$ cat src/rtl/mts_pkg.sv
package mts_pkg;

   typedef enum logic [2:0] {
      ST_IDLE,
      ST_FILL,
      ST_MASK,
      ST_SEARCH,
      ST_FINISH
   } mts_state_e;

   function automatic int unsigned width_of(input int unsigned count);
      return (count > 1) ? $clog2(count) : 1;
   endfunction

endpackage

$ cat src/rtl/mts_table.sv
module mts_table #(
   parameter int unsigned N_LINES  = 3,
   parameter int unsigned N_FAULTS = 8,
   localparam int unsigned ROWS    = 1 << N_LINES,
   localparam int unsigned FW      = mts_pkg::width_of(N_FAULTS),
   localparam int unsigned RCW     = mts_pkg::width_of(N_FAULTS + 1)
) (
   input  logic                               clk,
   input  logic                               rst_n,
   input  logic                               clear,
   input  logic                               fill_en,
   output logic                               req_valid,
   output logic [N_LINES-1:0]                 req_vec,
   output logic [FW-1:0]                      req_fault,
   input  logic                               rsp_valid,
   input  logic                               rsp_detect,
   output logic                               fill_last,
   output logic [ROWS-1:0][N_FAULTS-1:0]      rows,
   output logic [N_FAULTS-1:0]                red_mask,
   output logic [RCW-1:0]                     red_count
);

   logic [N_LINES-1:0] row_q;
   logic [FW-1:0]      col_q;
   logic               accept;
   logic               col_end;

   assign req_valid = fill_en;
   assign req_vec   = row_q;
   assign req_fault = col_q;
   assign accept    = fill_en && rsp_valid;
   assign col_end   = (col_q == FW'(N_FAULTS - 1));
   assign fill_last = accept && col_end && (row_q == N_LINES'(ROWS - 1));

   always_ff @(posedge clk or negedge rst_n) begin
      if (!rst_n) begin
         row_q <= '0;
         col_q <= '0;
         rows  <= '0;
      end else if (clear) begin
         row_q <= '0;
         col_q <= '0;
         rows  <= '0;
      end else if (accept) begin
         rows[row_q][col_q] <= rsp_detect;
         if (col_end) begin
            col_q <= '0;
            row_q <= row_q + N_LINES'(1);
         end else begin
            col_q <= col_q + FW'(1);
         end
      end
   end

   // Column OR across all vectors: empty column means redundant fault
   always_comb begin
      red_count = '0;
      for (int f = 0; f < int'(N_FAULTS); f++) begin
         logic any;
         any = 1'b0;
         for (int r = 0; r < int'(ROWS); r++) begin
            any = any | rows[r][f];
         end
         red_mask[f] = ~any;
         red_count   = red_count + RCW'(~any);
      end
   end

   // request indices held until answered
   assert_req_hold_R1: assert property (@(posedge clk) disable iff (!rst_n)
      (req_valid && !rsp_valid) |=> ($stable(req_vec) && $stable(req_fault)));

endmodule

$ cat src/rtl/mts_combo.sv
module mts_combo #(
   parameter int unsigned N_LINES = 3,
   localparam int unsigned ROWS   = 1 << N_LINES,
   localparam int unsigned SW     = mts_pkg::width_of(N_LINES + 1)
) (
   input  logic                              clk,
   input  logic                              rst_n,
   input  logic                              load,
   input  logic                              step,
   input  logic                              grow,
   output logic [N_LINES-1:0][N_LINES-1:0]   idx,
   output logic [SW-1:0]                     size,
   output logic                              last_of_size
);

   logic [N_LINES-1:0][N_LINES-1:0] nxt;

   always_comb begin
      last_of_size = 1'b1;
      for (int i = 0; i < int'(N_LINES); i++) begin
         if (i < int'(size) && int'(idx[i]) != int'(ROWS) - int'(size) + i)
            last_of_size = 1'b0;
      end
   end

   // Lexicographic successor: bump rightmost movable slot, pack the rest after it
   always_comb begin
      int  piv;
      logic hit;
      piv = 0;
      hit = 1'b0;
      nxt = idx;
      for (int i = int'(N_LINES) - 1; i >= 0; i--) begin
         if (!hit && i < int'(size) &&
             int'(idx[i]) < int'(ROWS) - int'(size) + i) begin
            hit = 1'b1;
            piv = i;
         end
      end
      for (int j = 0; j < int'(N_LINES); j++) begin
         if (j >= piv)
            nxt[j] = N_LINES'(int'(idx[piv]) + 1 + (j - piv));
      end
   end

   always_ff @(posedge clk or negedge rst_n) begin
      if (!rst_n) begin
         size <= '0;
         for (int i = 0; i < int'(N_LINES); i++) idx[i] <= N_LINES'(i);
      end else if (load || grow) begin
         size <= load ? SW'(1) : size + SW'(1);
         for (int i = 0; i < int'(N_LINES); i++) idx[i] <= N_LINES'(i);
      end else if (step) begin
         idx <= nxt;
      end
   end

   generate
      for (genvar g = 1; g < int'(N_LINES); g++) begin : g_order
         // active slots stay in strictly ascending order
         assert_combo_ascending_R4: assert property (@(posedge clk) disable iff (!rst_n)
            (int'(size) > g) |-> (idx[g] > idx[g-1]));
      end
   endgenerate

endmodule

$ cat src/rtl/mts_cover.sv
module mts_cover #(
   parameter int unsigned N_LINES  = 3,
   parameter int unsigned N_FAULTS = 8,
   localparam int unsigned ROWS    = 1 << N_LINES,
   localparam int unsigned SW      = mts_pkg::width_of(N_LINES + 1)
) (
   input  logic [ROWS-1:0][N_FAULTS-1:0]      rows,
   input  logic [N_FAULTS-1:0]                red_mask,
   input  logic [N_LINES-1:0][N_LINES-1:0]    idx,
   input  logic [SW-1:0]                      size,
   output logic                               covered
);

   logic [N_FAULTS-1:0] acc;

   always_comb begin
      acc = '0;
      for (int i = 0; i < int'(N_LINES); i++) begin
         if (i < int'(size)) acc = acc | rows[idx[i]];
      end
      covered = &(acc | red_mask);
   end

endmodule

$ cat src/rtl/mts_search_engine.sv
module mts_search_engine #(
   parameter int unsigned N_LINES  = 3,
   parameter int unsigned N_FAULTS = 8,
   localparam int unsigned ROWS    = 1 << N_LINES,
   localparam int unsigned FW      = mts_pkg::width_of(N_FAULTS),
   localparam int unsigned SW      = mts_pkg::width_of(N_LINES + 1),
   localparam int unsigned CW      = ROWS + 1,
   localparam int unsigned RCW     = mts_pkg::width_of(N_FAULTS + 1)
) (
   input  logic                          clk,
   input  logic                          rst_n,
   input  logic                          start,
   output logic                          req_valid,
   output logic [N_LINES-1:0]            req_vec,
   output logic [FW-1:0]                 req_fault,
   input  logic                          rsp_valid,
   input  logic                          rsp_detect,
   output logic                          busy,
   output logic                          done,
   output logic                          fail,
   output logic [SW-1:0]                 min_size,
   output logic [N_LINES*N_LINES-1:0]    first_set,
   output logic [CW-1:0]                 set_count,
   output logic [RCW-1:0]                redundant_count
);
   import mts_pkg::*;

   generate
      if (N_LINES < 1 || N_LINES > 4) begin : g_bad_lines
         $error("N_LINES must lie in 1..4");
      end
      if (N_FAULTS < 1 || N_FAULTS > 64) begin : g_bad_faults
         $error("N_FAULTS must lie in 1..64");
      end
   endgenerate

   mts_state_e state_q;

   logic [ROWS-1:0][N_FAULTS-1:0]    rows;
   logic [N_FAULTS-1:0]              red_mask;
   logic [RCW-1:0]                   red_now;
   logic                             fill_last;
   logic [N_LINES-1:0][N_LINES-1:0]  idx;
   logic [SW-1:0]                    k;
   logic                             last_of_size;
   logic                             covered;
   logic                             found_any;
   logic                             c_load, c_step, c_grow;
   logic                             launch;
   logic [N_LINES*N_LINES-1:0]       set_flat;

   assign launch    = (state_q == ST_IDLE) && start;
   assign busy      = (state_q != ST_IDLE);
   assign done      = (state_q == ST_FINISH);
   assign found_any = covered || (set_count != '0);
   assign c_load    = (state_q == ST_MASK);
   assign c_step    = (state_q == ST_SEARCH) && !last_of_size;
   assign c_grow    = (state_q == ST_SEARCH) && last_of_size && !found_any &&
                      (k != SW'(N_LINES));

   always_comb begin
      set_flat = '0;
      for (int i = 0; i < int'(N_LINES); i++) begin
         if (i < int'(k)) set_flat[i*N_LINES +: N_LINES] = idx[i];
      end
   end

   mts_table #(.N_LINES(N_LINES), .N_FAULTS(N_FAULTS)) u_table (
      .clk        (clk),
      .rst_n      (rst_n),
      .clear      (launch),
      .fill_en    (state_q == ST_FILL),
      .req_valid  (req_valid),
      .req_vec    (req_vec),
      .req_fault  (req_fault),
      .rsp_valid  (rsp_valid),
      .rsp_detect (rsp_detect),
      .fill_last  (fill_last),
      .rows       (rows),
      .red_mask   (red_mask),
      .red_count  (red_now)
   );

   mts_combo #(.N_LINES(N_LINES)) u_combo (
      .clk          (clk),
      .rst_n        (rst_n),
      .load         (c_load),
      .step         (c_step),
      .grow         (c_grow),
      .idx          (idx),
      .size         (k),
      .last_of_size (last_of_size)
   );

   mts_cover #(.N_LINES(N_LINES), .N_FAULTS(N_FAULTS)) u_cover (
      .rows     (rows),
      .red_mask (red_mask),
      .idx      (idx),
      .size     (k),
      .covered  (covered)
   );

   always_ff @(posedge clk or negedge rst_n) begin
      if (!rst_n) begin
         state_q         <= ST_IDLE;
         fail            <= 1'b0;
         min_size        <= '0;
         first_set       <= '0;
         set_count       <= '0;
         redundant_count <= '0;
      end else begin
         unique case (state_q)
            ST_IDLE: begin
               if (start) begin
                  state_q         <= ST_FILL;
                  fail            <= 1'b0;
                  min_size        <= '0;
                  first_set       <= '0;
                  set_count       <= '0;
                  redundant_count <= '0;
               end
            end
            ST_FILL: begin
               if (fill_last) state_q <= ST_MASK;
            end
            ST_MASK: begin
               redundant_count <= red_now;
               state_q         <= ST_SEARCH;
            end
            ST_SEARCH: begin
               if (covered) begin
                  set_count <= set_count + CW'(1);
                  if (set_count == '0) first_set <= set_flat;
               end
               if (last_of_size) begin
                  if (found_any) begin
                     min_size <= k;
                     state_q  <= ST_FINISH;
                  end else if (k == SW'(N_LINES)) begin
                     fail    <= 1'b1;
                     state_q <= ST_FINISH;
                  end
               end
            end
            ST_FINISH: state_q <= ST_IDLE;
            default:   state_q <= ST_IDLE;
         endcase
      end
   end

   // run ends right after the done pulse
   assert_done_ends_busy_R7: assert property (@(posedge clk) disable iff (!rst_n)
      done |=> !busy);
   // a run never drops busy before done
   assert_busy_until_done_R7: assert property (@(posedge clk) disable iff (!rst_n)
      (busy && !done) |=> busy);
   // failure reports empty results
   assert_fail_zero_R6: assert property (@(posedge clk) disable iff (!rst_n)
      (done && fail) |-> (min_size == '0 && set_count == '0 && first_set == '0));
   // success reports a non-zero size and count
   assert_found_size_R3: assert property (@(posedge clk) disable iff (!rst_n)
      (done && !fail) |-> (min_size != '0 && set_count != '0));
   // count only moves while searching
   assert_count_search_only_R5: assert property (@(posedge clk) disable iff (!rst_n)
      (state_q != ST_SEARCH && state_q != ST_IDLE) |=> $stable(set_count));

endmodule

$ cat config.mk
export PLATFORM = sky130hd
export DESIGN_NAME = mts_search_engine
export DESIGN_NICKNAME = d
export VERILOG_FILES = /design/src/rtl/mts_pkg.sv /design/src/rtl/mts_table.sv /design/src/rtl/mts_combo.sv /design/src/rtl/mts_cover.sv /design/src/rtl/mts_search_engine.sv
export SDC_FILE = /design/constraint.sdc
export NUM_CORES = 1
export LEC_CHECK = 0
export BUFFER_PORTS_ARGS = -buffer_cell sky130_fd_sc_hd__buf_2
export CAP_MARGIN = 30
export CORE_MARGIN = 1.5
export CORE_UTILIZATION = 60
export CTS_CLUSTER_SIZE = 12
export DETAILED_ROUTE_END_ITERATION = 8
export PLACE_DENSITY_LB_ADDON = 0.12
export SLEW_MARGIN = 10
export SYNTH_ARGS = -nofsm -noshare
export SYNTH_HDL_FRONTEND = slang
export SYNTH_HIERARCHICAL = 1
export SYNTH_SLANG_ARGS = --single-unit
$ cat constraint.sdc
create_clock -name clk -period 5.3 [get_ports clk]
set_input_delay 0.265 -clock clk [delete_from_list [all_inputs] [get_ports clk]]
set_output_delay 0.265 -clock clk [all_outputs]
set_load 0.03 [all_outputs]
==> flow_metrics.tcl, run 1 <==
set metrics [dict create \
    cts_tree "done" \
    via_per_inst 6.64 \
    grt_setup_unrepaired "false" \
    cp.depth 19 \
    cts_buffers 9 \
    totalPowerFinal_w 0.00274 \
    drv_cap 0 \
    syn2layout_area_growth_pct 5.87 \
    ys_warn_count 6 \
    vias 6677 \
    stdcell_area_mm2 0.00880 \
    crit_path_max_incr_delay_ns 0.40 \
    min_period_over_period_pct 86.3 \
    sw_frac_of_total_pct 37.5 \
    die_w_um 121 \
    num_rows 42 \
    min_path_type "in2reg" \
    io_pins 39 \
    powerDensity_mw_per_mm2 312 \
    ant_nets 0 \
    path_max_fanout 6 \
    crit_arrival_ns 4.81 \
    grt_pass1_vias 6719 \
    maxSlewHeadroom_pct 36.8 \
    synth-main-ff-cell "dfrtp_1" \
    overflow 0 \
    grt_start_max_net_pins 75 \
    crit_buf_inv 4 \
    drc_errors 0 \
    internal_power_w 0.00172 \
    cellLeakagePower_nw 4.09 \
    finalSetupViolCount 0 \
    regToRegStartpoint "u_combo/size[0]" \
    p_sw_w 0.00103 \
    drtPass1Iterations 5 \
    gp_congestion 0.939 \
    die-area_mm2 0.0146 \
    cts_sinks 109 \
    synth_edf_count 0 \
    hold_viol 0 \
    dp_slack_ns 0.789 \
    cts_root_buf "clkbuf_16" \
    crit_type "reg2reg" \
    seq_area_frac_synth_pct 32.8 \
    r2r-end "u_combo/idx[8]" \
    drv_slew 0 \
    r2r_slack_ns 0.73 \
    cpMostUsedCell "ha_1" \
    diodes 0 \
    synth.distinct_cells 81 \
    syn-cell-area_mm2 0.00831 \
    max_freq_mhz 219 \
    syn_inst 822 \
    crit_end "u_combo/idx[8]" \
    drt-initial-drc-count 664 \
    dpl_cell_area_mm2 0.00847 \
    io_buffers 38 \
    wire_per_inst_um 21.0 \
    final_common_cell "mux2i_1" \
    peakVddDrop_mv 0.235 \
    crit_slowest_cell "dfrtp_1" \
    synth-seq-cells 109 \
    required_ns 5.54 \
    syn-num-nets 860 \
    setup.worst_path.start "u_combo/size[0]" \
    hpwl_um 14100 \
    crit_family "adder cells" \
    clk-insertion-delay-late_ns 0.36 \
    cts_htree_levels 3 \
    final_cell_mix "108 x mux2i_1, 107 x dfrtp_1, 94 x nand2_1" \
    final.min_clock_period_ns 4.57 \
    wirelength_um 21100 \
    nFillCells 1075 \
    cts.clk_slew.worst_paths_ns 0.07 \
    antenna_found_initial 0 \
    p_seq_share_pct 37.8 \
    setup_tns_ns 0 \
    grt_pass1_wl_um 34200 \
    fin_ws_ns 0.727 \
    crit_path_end_kind "flip-flop" \
    nNetsFinal 863 \
    grt_usage_pct 29.7 \
    syn-mean-instance-area_um2 10.1 \
    critPathLaunchType "flip-flop" \
    pwr-share-clk_pct 23.9 \
    ctsLongestPathBuffers 2 \
    fin_skew_ns 0.00834 \
    start_util_pct 62.0 \
    drive_gt1_share_pct 14.9 \
    path_cells "inv_1, ha_1, xnor2_1, inv_1, ha_1, and3b_4, or2_1, a21oi_1, mux2i_1, o21ai_0, ha_1, inv_1, ha_1, inv_1, ha_1, xnor2_1, nor4_1, a311o_1, o31a_1" \
    fp.dieH_um 121 \
    r2r_cells 19 \
    comb_power_share_pct 38.3 \
    status "finished clean" \
    core_mm2 0.0134 \
    worstMarginPinSlew_ns 0.948 \
    async_flop_share_pct 100 \
]
==> synth_stat cells (all sizes together), types with 4 or more instances <==
cell       n  area, µm²
and2       4       25.0
and3       7       43.8
and4b      7       70.1
mux2i    108       1080
dfrtp    107       2680
o21ai     12       60.1
nor4      12       96.3
nor4b      4       60.1
nand3     30        150
mux4      30        702
a221oi     4       35.0
buf       38        264
and4bb     7       87.6
or4       14        111
ha        28        350
nor3       5       25.0
a22oi      4       30.0
nand3b     5       37.5
nand4      9       56.3
nor3b      5       37.5
fa         5        100
nor2b     15       93.8
xnor2      7       61.3
nand2     94        353
mux2      14        191
o211ai     4       30.0
a2111oi   11       96.3
nand2b    72        450
nor2      25       93.8
a22o       6       52.6
inv       38        143
a21oi     18       93.8
clkbuf    25       93.8
==> per-stage QoR <==
stage	std cells	hold WS [ns]	util, %
floorplan	822	-0.0306	-
global placement	986	0.341	63.2
detailed placement	986	0.347	63.2
CTS	1003	0.212	65.4
global route	1006	0.236	65.7
finish	1006	0.239	65.7
==> power by group through the flow <==
stage	Sequential [W]	Clock (W)	Combinational (W)
after floorplan	0.00102	0	0.000780
after detailed placement	0.00105	0	0.00102
after global routing	0.00105	0.000702	0.00117
final	0.00104	0.000655	0.00105
after global placement	0.00104	0	0.000983
after CTS	0.00103	0.000669	0.00103
==> registers in the layout, summed over array words and instances, names as in the netlist <==
signal,count
u_combo/idx,9
u_table/req_vec,3
redundant_count,4
state_q,3
u_table/req_fault,3
u_combo/size,2
u_table/rows,64
fail,1
min_size,2
set_count,9
first_set,9
==> cell type report <==
cell class	instances	area, µm²	area share, %
clock inverters	1	5.00	0.0569
flip-flops and latches	109	2730	31.0
clock buffers	15	278	3.16
multi-input cells	612	5090	57.8
repair buffers	55	340	3.87
inverters	38	143	1.62
well taps	176	220	2.50
==> tightest hold or removal path, stage by stage <==
cell     delay (ns)
buf_2          0.14
nand3_1        0.09
a21oi_1        0.06
==> what timing repair did <==
item | CTS | global route
hold buffers | 1 | 0
endpoints found under the hold margin | 48 | 0
buffers inserted | 0 | 0
gates resized for setup | 0 | 0
==> routing by layer <==
layer	global-route usage (%)	vias to the layer above	part of all wire [%]
li1	-	3001	-
met1	38.5	3376	43
met2	49.9	254	49
met3	5.24	46	5.3
met4	11.0	0	2.7
met5	0	-	0
==> how the worst min path moves through the flow <==
stage / start / to / slack [ns] / cells past startpoint
floorplan: rst_n / fail / -0.03 / 0
global placement: rst_n / set_count[4] / 0.34 / 1
detailed placement: rst_n / set_count[4] / 0.35 / 1
CTS: rsp_valid / u_table/req_fault[2] / 0.21 / 3
global route: rsp_valid / u_table/req_fault[2] / 0.24 / 3
finish: rsp_valid / u_table/req_fault[2] / 0.24 / 3
==> logic make-up after synthesis <==
family | after synthesis | share of synthesized area, %
AND/OR/NAND/NOR | 326 | 22.8
AO/OA/AOI/OAI | 92 | 8.28
multiplexers | 152 | 23.7
buffers and inverters | 101 | 6.02
XOR/XNOR | 9 | 0.948
flip-flops | 109 | 32.8
adder cells (fa/ha/maj) | 33 | 5.42
Power figures use the tool's default switching activity.
==> run 2, diff against run 1 <==
--- a/config.mk
+++ b/config.mk
@@ -13,2 +13,3 @@
 export DETAILED_ROUTE_END_ITERATION = 8
+export GPL_ROUTABILITY_DRIVEN = 1
 export PLACE_DENSITY_LB_ADDON = 0.12
==> constraint.sdc (replaced) <==
create_clock -name clk -period 5.3 [get_ports clk]
set_input_delay 0.795 -clock clk [delete_from_list [all_inputs] [get_ports clk]]
set_output_delay 0.795 -clock clk [all_outputs]
set_load 0.03 [all_outputs]
==> flow_metrics.tcl, run 2 (synthesis gave the netlist of run 1 again) <==
set metrics [dict create \
    gp_congestion 0.918 \
    drtPass1Iterations 5 \
    diodes 0 \
    post-cts-setup-buffers 0 \
    antenna_found_initial 0 \
    powerDensity_mw_per_mm2 323 \
    peakVddDrop_mv 0.256 \
    drv_cap 0 \
    path_max_fanout 6 \
    hold_viol 0 \
    cts_tree "done" \
    min_path_type "reg2reg" \
    cts_root_buf "clkbuf_16" \
    r2r_slack_ns 0.61 \
    status "finished clean" \
    final_common_cell "mux2i_1" \
    largest_reg_flops 64 \
    required_ns 5.54 \
    drt-initial-drc-count 782 \
    r2r_cells 19 \
    dp_slack_ns 0.814 \
    grt_usage_pct 29.5 \
    crit_arrival_ns 4.94 \
    fp.dieH_um 121 \
    ant_nets 0 \
    cts_sinks 109 \
    grt_setup_unrepaired "false" \
    grt_start_max_net_pins 74 \
    core_mm2 0.0134 \
    nNetsFinal 862 \
    finalSetupViolCount 0 \
    cts_hold_buf 0 \
    ctsLongestPathBuffers 2 \
    cts_buffers 9 \
    crit_path_end_kind "flip-flop" \
    vias 6715 \
    drive_gt1_share_pct 15.3 \
    grt_pass1_vias 6592 \
    fin_ws_ns 0.607 \
    die-area_mm2 0.0146 \
    io_buffers 38 \
    post-route-util_pct 66.1 \
    setup_tns_ns 0 \
    clk-insertion-delay-late_ns 0.35 \
    hold_slack_ns 0.497 \
    die_w_um 121 \
    min_period_over_period_pct 88.6 \
    overflow 0 \
    grt_pass1_wl_um 33900 \
    drc_errors 0 \
    fin_cells 1005 \
    maxSlewHeadroom_pct 38.3 \
    fin_skew_ns 0.00630 \
    final_cell_mix "108 x mux2i_1, 107 x dfrtp_1, 94 x nand2_1" \
    syn2layout_area_growth_pct 6.53 \
    hpwl_um 14100 \
    crit_type "reg2reg" \
    wirelength_um 21100 \
    max_freq_mhz 213 \
    regMostFlops "u_table/rows" \
    io_pins 39 \
    min_path_cells 1 \
    cts.clk_slew.worst_paths_ns 0.07 \
    cellLeakagePower_nw 4.12 \
    num_rows 42 \
    drv_slew 0 \
    place_inst 987 \
    ctsResizeCount 0 \
    worstMarginPinSlew_ns 0.925 \
    wire_per_inst_um 21.0 \
    via_per_inst 6.68 \
    start_util_pct 62.0 \
    cts_htree_levels 3 \
    critPathLaunchType "flip-flop" \
    final.min_clock_period_ns 4.69 \
]
==> run 2: cell count changes in the layout (fill, tap and decap cells not counted), sizes merged <==
cell | previous run | this run
bufinv | 0 | 2
clkbuf | 16 | 14
dlygate4sd3 | 1 | 0
==> run 2: routing by layer <==
metal,vias up,routed length (µm),global-route usage [%]
li1,3009,-,-
met1,3367,9120,38.9
met2,291,10200,49.2
met3,48,1280,5.47
met4,0,458,9.63
met5,-,0,0
==> run 2: worst paths after layout <==
| path | to | startpoint |
|---|---|---|
| setup / recovery | u_combo/idx[8] | u_combo/size[0] |
| hold / removal | redundant_count[1] | redundant_count[1] |
| setup reg to reg | u_combo/idx[8] | u_combo/size[0] |
| hold reg to reg | redundant_count[1] | redundant_count[1] |
| max in group asynchronous | u_table/rows[39] | rst_n |
| min in group asynchronous | set_count[3] | rst_n |
==> run 2: layout make-up <==
cell class	instances	area, µm²
Clock buffer	13	280
Inverter	38	143
Clock inverter	3	65.1
Fill cell	1079	4540
Multi-Input combinational cell	612	5090
Sequential cell	109	2730
Timing Repair Buffer	54	333
Tap cell	176	220
==> run 2: where the power goes <==
group          switching [W]  internal (W)  total (W)
Sequential          0.000142      0.000890    0.00103
Combinational       0.000594      0.000466    0.00106
Clock               0.000304      0.000465   0.000770
Total                0.00104       0.00182    0.00286
==> run 2: critical path: stages (launching register included) <==
cell,delay [ns]
dfrtp_1,0.37
inv_1,0.07
ha_1,0.22
xnor2_1,0.41
inv_1,0.09
ha_1,0.33
a21o_1,0.23
or2_1,0.23
a21oi_1,0.38
mux2i_1,0.28
o21ai_0,0.13
ha_1,0.30
inv_1,0.06
ha_1,0.28
inv_1,0.06
ha_1,0.20
xnor2_1,0.31
nor4_1,0.09
a311o_1,0.31
o31a_1,0.24
==> run 2: metrics by stage <==
stage | instance area, µm² | total power (W)
after global routing | 8860 | 0.00303
final | 8860 | 0.00286
after floorplan | 8310 | 0.00180
after CTS | 8820 | 0.00285
after detailed placement | 8480 | 0.00207
after global placement | 8480 | 0.00204
==> run 3, diff against run 2 <==
Settings changed: SYNTH_HIERARCHICAL 1 to default.
==> flow_metrics.tcl, run 3 <==
set metrics [dict create \
    status "finished clean" \
    cts.clk_slew.worst_paths_ns 0.07 \
    grt_pass1_wl_um 32400 \
    via_per_inst 6.51 \
    cts_sinks 109 \
    synth-seq-cells 109 \
    ant_nets 0 \
    crit_path_max_incr_delay_ns 0.60 \
    crit_path_end_kind "flip-flop" \
    hold_viol 0 \
    crit_buf_inv 3 \
    drtPass1Iterations 5 \
    wire_per_inst_um 19.5 \
    final_common_cell "nand2_1" \
    ys_warn_count 0 \
    required_ns 5.56 \
    crit_slowest_cell "dfrtp_1" \
    fin_skew_ns 0.00787 \
    drt-initial-drc-count 662 \
    final.min_clock_period_ns 4.01 \
    num_rows 41 \
    synth-main-ff-cell "dfrtp_1" \
    max_freq_mhz 250 \
    fp.dieH_um 116 \
    synthTopCellsByArea "dfrtp_1 35%, mux4_2 7.6%, nand2_1 6.7%" \
    nNetsFinal 887 \
    syn2layout_area_growth_pct 6.58 \
    syn_inst 850 \
    crit_type "reg2reg" \
    seq_area_frac_synth_pct 35.4 \
    synth_edf_count 0 \
    antenna_found_initial 0 \
    setup_tns_ns 0 \
    cts_tree "done" \
    diodes 0 \
    fin_ws_ns 1.29 \
    async_flop_share_pct 100 \
    path_max_fanout 14 \
    critPathLaunchType "flip-flop" \
    grt_usage_pct 31.5 \
    maxSlewHeadroom_pct 33.1 \
    cellLeakagePower_nw 3.31 \
    syn-mean-instance-area_um2 9.08 \
    synth_top_cells_by_count "137 x nand2_1, 107 x dfrtp_1, 77 x a21oi_1" \
    cts_hold_buf 0 \
    powerDensity_mw_per_mm2 406 \
    syn-cell-area_mm2 0.00772 \
    yosysTopAreaCellShare_pct 34.7 \
    ctsLongestPathBuffers 2 \
    io_buffers 38 \
    min_path_type "reg2reg" \
    crit_family "adder cells" \
    core_mm2 0.0126 \
    final_cell_mix "137 x nand2_1, 107 x dfrtp_1, 77 x a21oi_1" \
    post-route-util_pct 65.5 \
    synth.distinct_cells 64 \
    overflow 0 \
    hpwl_um 14000 \
    post-cts-setup-buffers 0 \
    grt_start_max_net_pins 68 \
    worstMarginPinSlew_ns 0.996 \
    drc_errors 0 \
    largest_reg_flops 64 \
    gp_congestion 0.839 \
    ctsResizeCount 0 \
    drv_cap 0 \
    clk-insertion-delay-late_ns 0.36 \
    drive_gt1_share_pct 13.3 \
    regMostFlops "u_table.rows" \
    wirelength_um 19900 \
    peakVddDrop_mv 0.325 \
    cpMostUsedCell "ha_1" \
    cts_buffers 9 \
    path_cells "inv_1, ha_1, ha_1, nor2b_1, o21ai_0, nand3_1, nor2_1, a21oi_1, ha_1, inv_1, ha_1, inv_1, ha_1, xor3_1, a211oi_1" \
    vias 6648 \
    cts_root_buf "clkbuf_16" \
    grt_pass1_vias 6233 \
    grt_setup_unrepaired "false" \
    start_util_pct 61.4 \
    die-area_mm2 0.0136 \
    dp_slack_ns 1.37 \
    crit_arrival_ns 4.27 \
    synth_top_cell_by_area "dfrtp_1" \
    synth.most_common_cell "nand2_1" \
    min_period_over_period_pct 75.6 \
    cts_htree_levels 3 \
    drv_slew 0 \
    die_w_um 116 \
    finalSetupViolCount 0 \
    io_pins 39 \
    totalPowerFinal_w 0.00334 \
    syn-num-nets 893 \
]
## run 3: cell types whose count changed after synthesis, sizes merged, moves of 10 or more
cell | previous run | this run
a2111oi | 11 | 1
a21oi | 18 | 77
buf | 38 | 25
clkbuf | 25 | 40
mux2i | 108 | 25
nand2 | 94 | 138
nand2b | 72 | 3
nand3 | 30 | 67
nor2 | 25 | 65
o21ai | 12 | 52
## run 3: where the power goes
group | switching, W | leakage (nW) | internal (W)
Combinational | 0.000817 | 1.73 | 0.000611
Clock | 0.000314 | 0.153 | 0.000414
Sequential | 0.000222 | 1.42 | 0.000963
## run 3: cell families (layout without fill, tap and decap cells)
group,Yosys count,after routing,share of synthesized area [%]
and+or+nand+nor,357,357,21.9
AOI/OAI and AO/OA,172,172,13.1
xor gates and xnor gates,8,8,1.30
DFF,109,109,35.4
adders and majority gates,38,38,6.64
buffers and inverters,94,93,5.53
muxes,72,72,16.2
## run 3: through the flow
stage	hold WS [ns]	std cells	area, µm²
2_1_floorplan	0.499	850	7720
3_3_place_gp	0.480	1001	7870
3_5_place_dp	0.494	1005	7910
4_1_cts	0.510	1021	8230
5_1_grt	0.545	1021	8230
6_report	0.502	1021	8230
## run 3: layer usage
layer  up-vias  routed length, µm  global-route usage (%)
met5         -                  0                       0
met4         0                555                    12.5
met3        53               1240                    6.33
met2       266               9580                    50.2
met1      3280               8510                    42.5
li1       3049                  -                       -
## run 3: layout make-up
class                           instances  area (µm²)
Clock buffer                           10         229
Clock inverter                          6        86.3
Fill cell                            1045        4340
Inverter                               29         109
Multi-Input combinational cell        647        4580
Sequential cell                       109        2730
Tap cell                              172         215
Timing Repair Buffer                   48         284
## run 3: worst paths after layout
path | startpoint | endpoint | slack, ns | cells after the start
hold / removal | first_set[8] | first_set[8] | 0.50 | 2
max in group asynchronous | rst_n | u_combo.idx[3] | 3.71 | 2
hold reg to reg | first_set[8] | first_set[8] | 0.50 | 2
setup reg to reg | u_combo.size[1] | u_combo.idx[8] | 1.29 | 15
min in group asynchronous | rst_n | set_count[2] | 0.53 | 1
setup / recovery | u_combo.size[1] | u_combo.idx[8] | 1.29 | 15
## run 3: tightest hold or removal path: cells and delay by family (launching register included)
family | cells | cell delay, ns
simple gates | 1 | 0.06
flops | 1 | 0.34
compound gates | 1 | 0.06
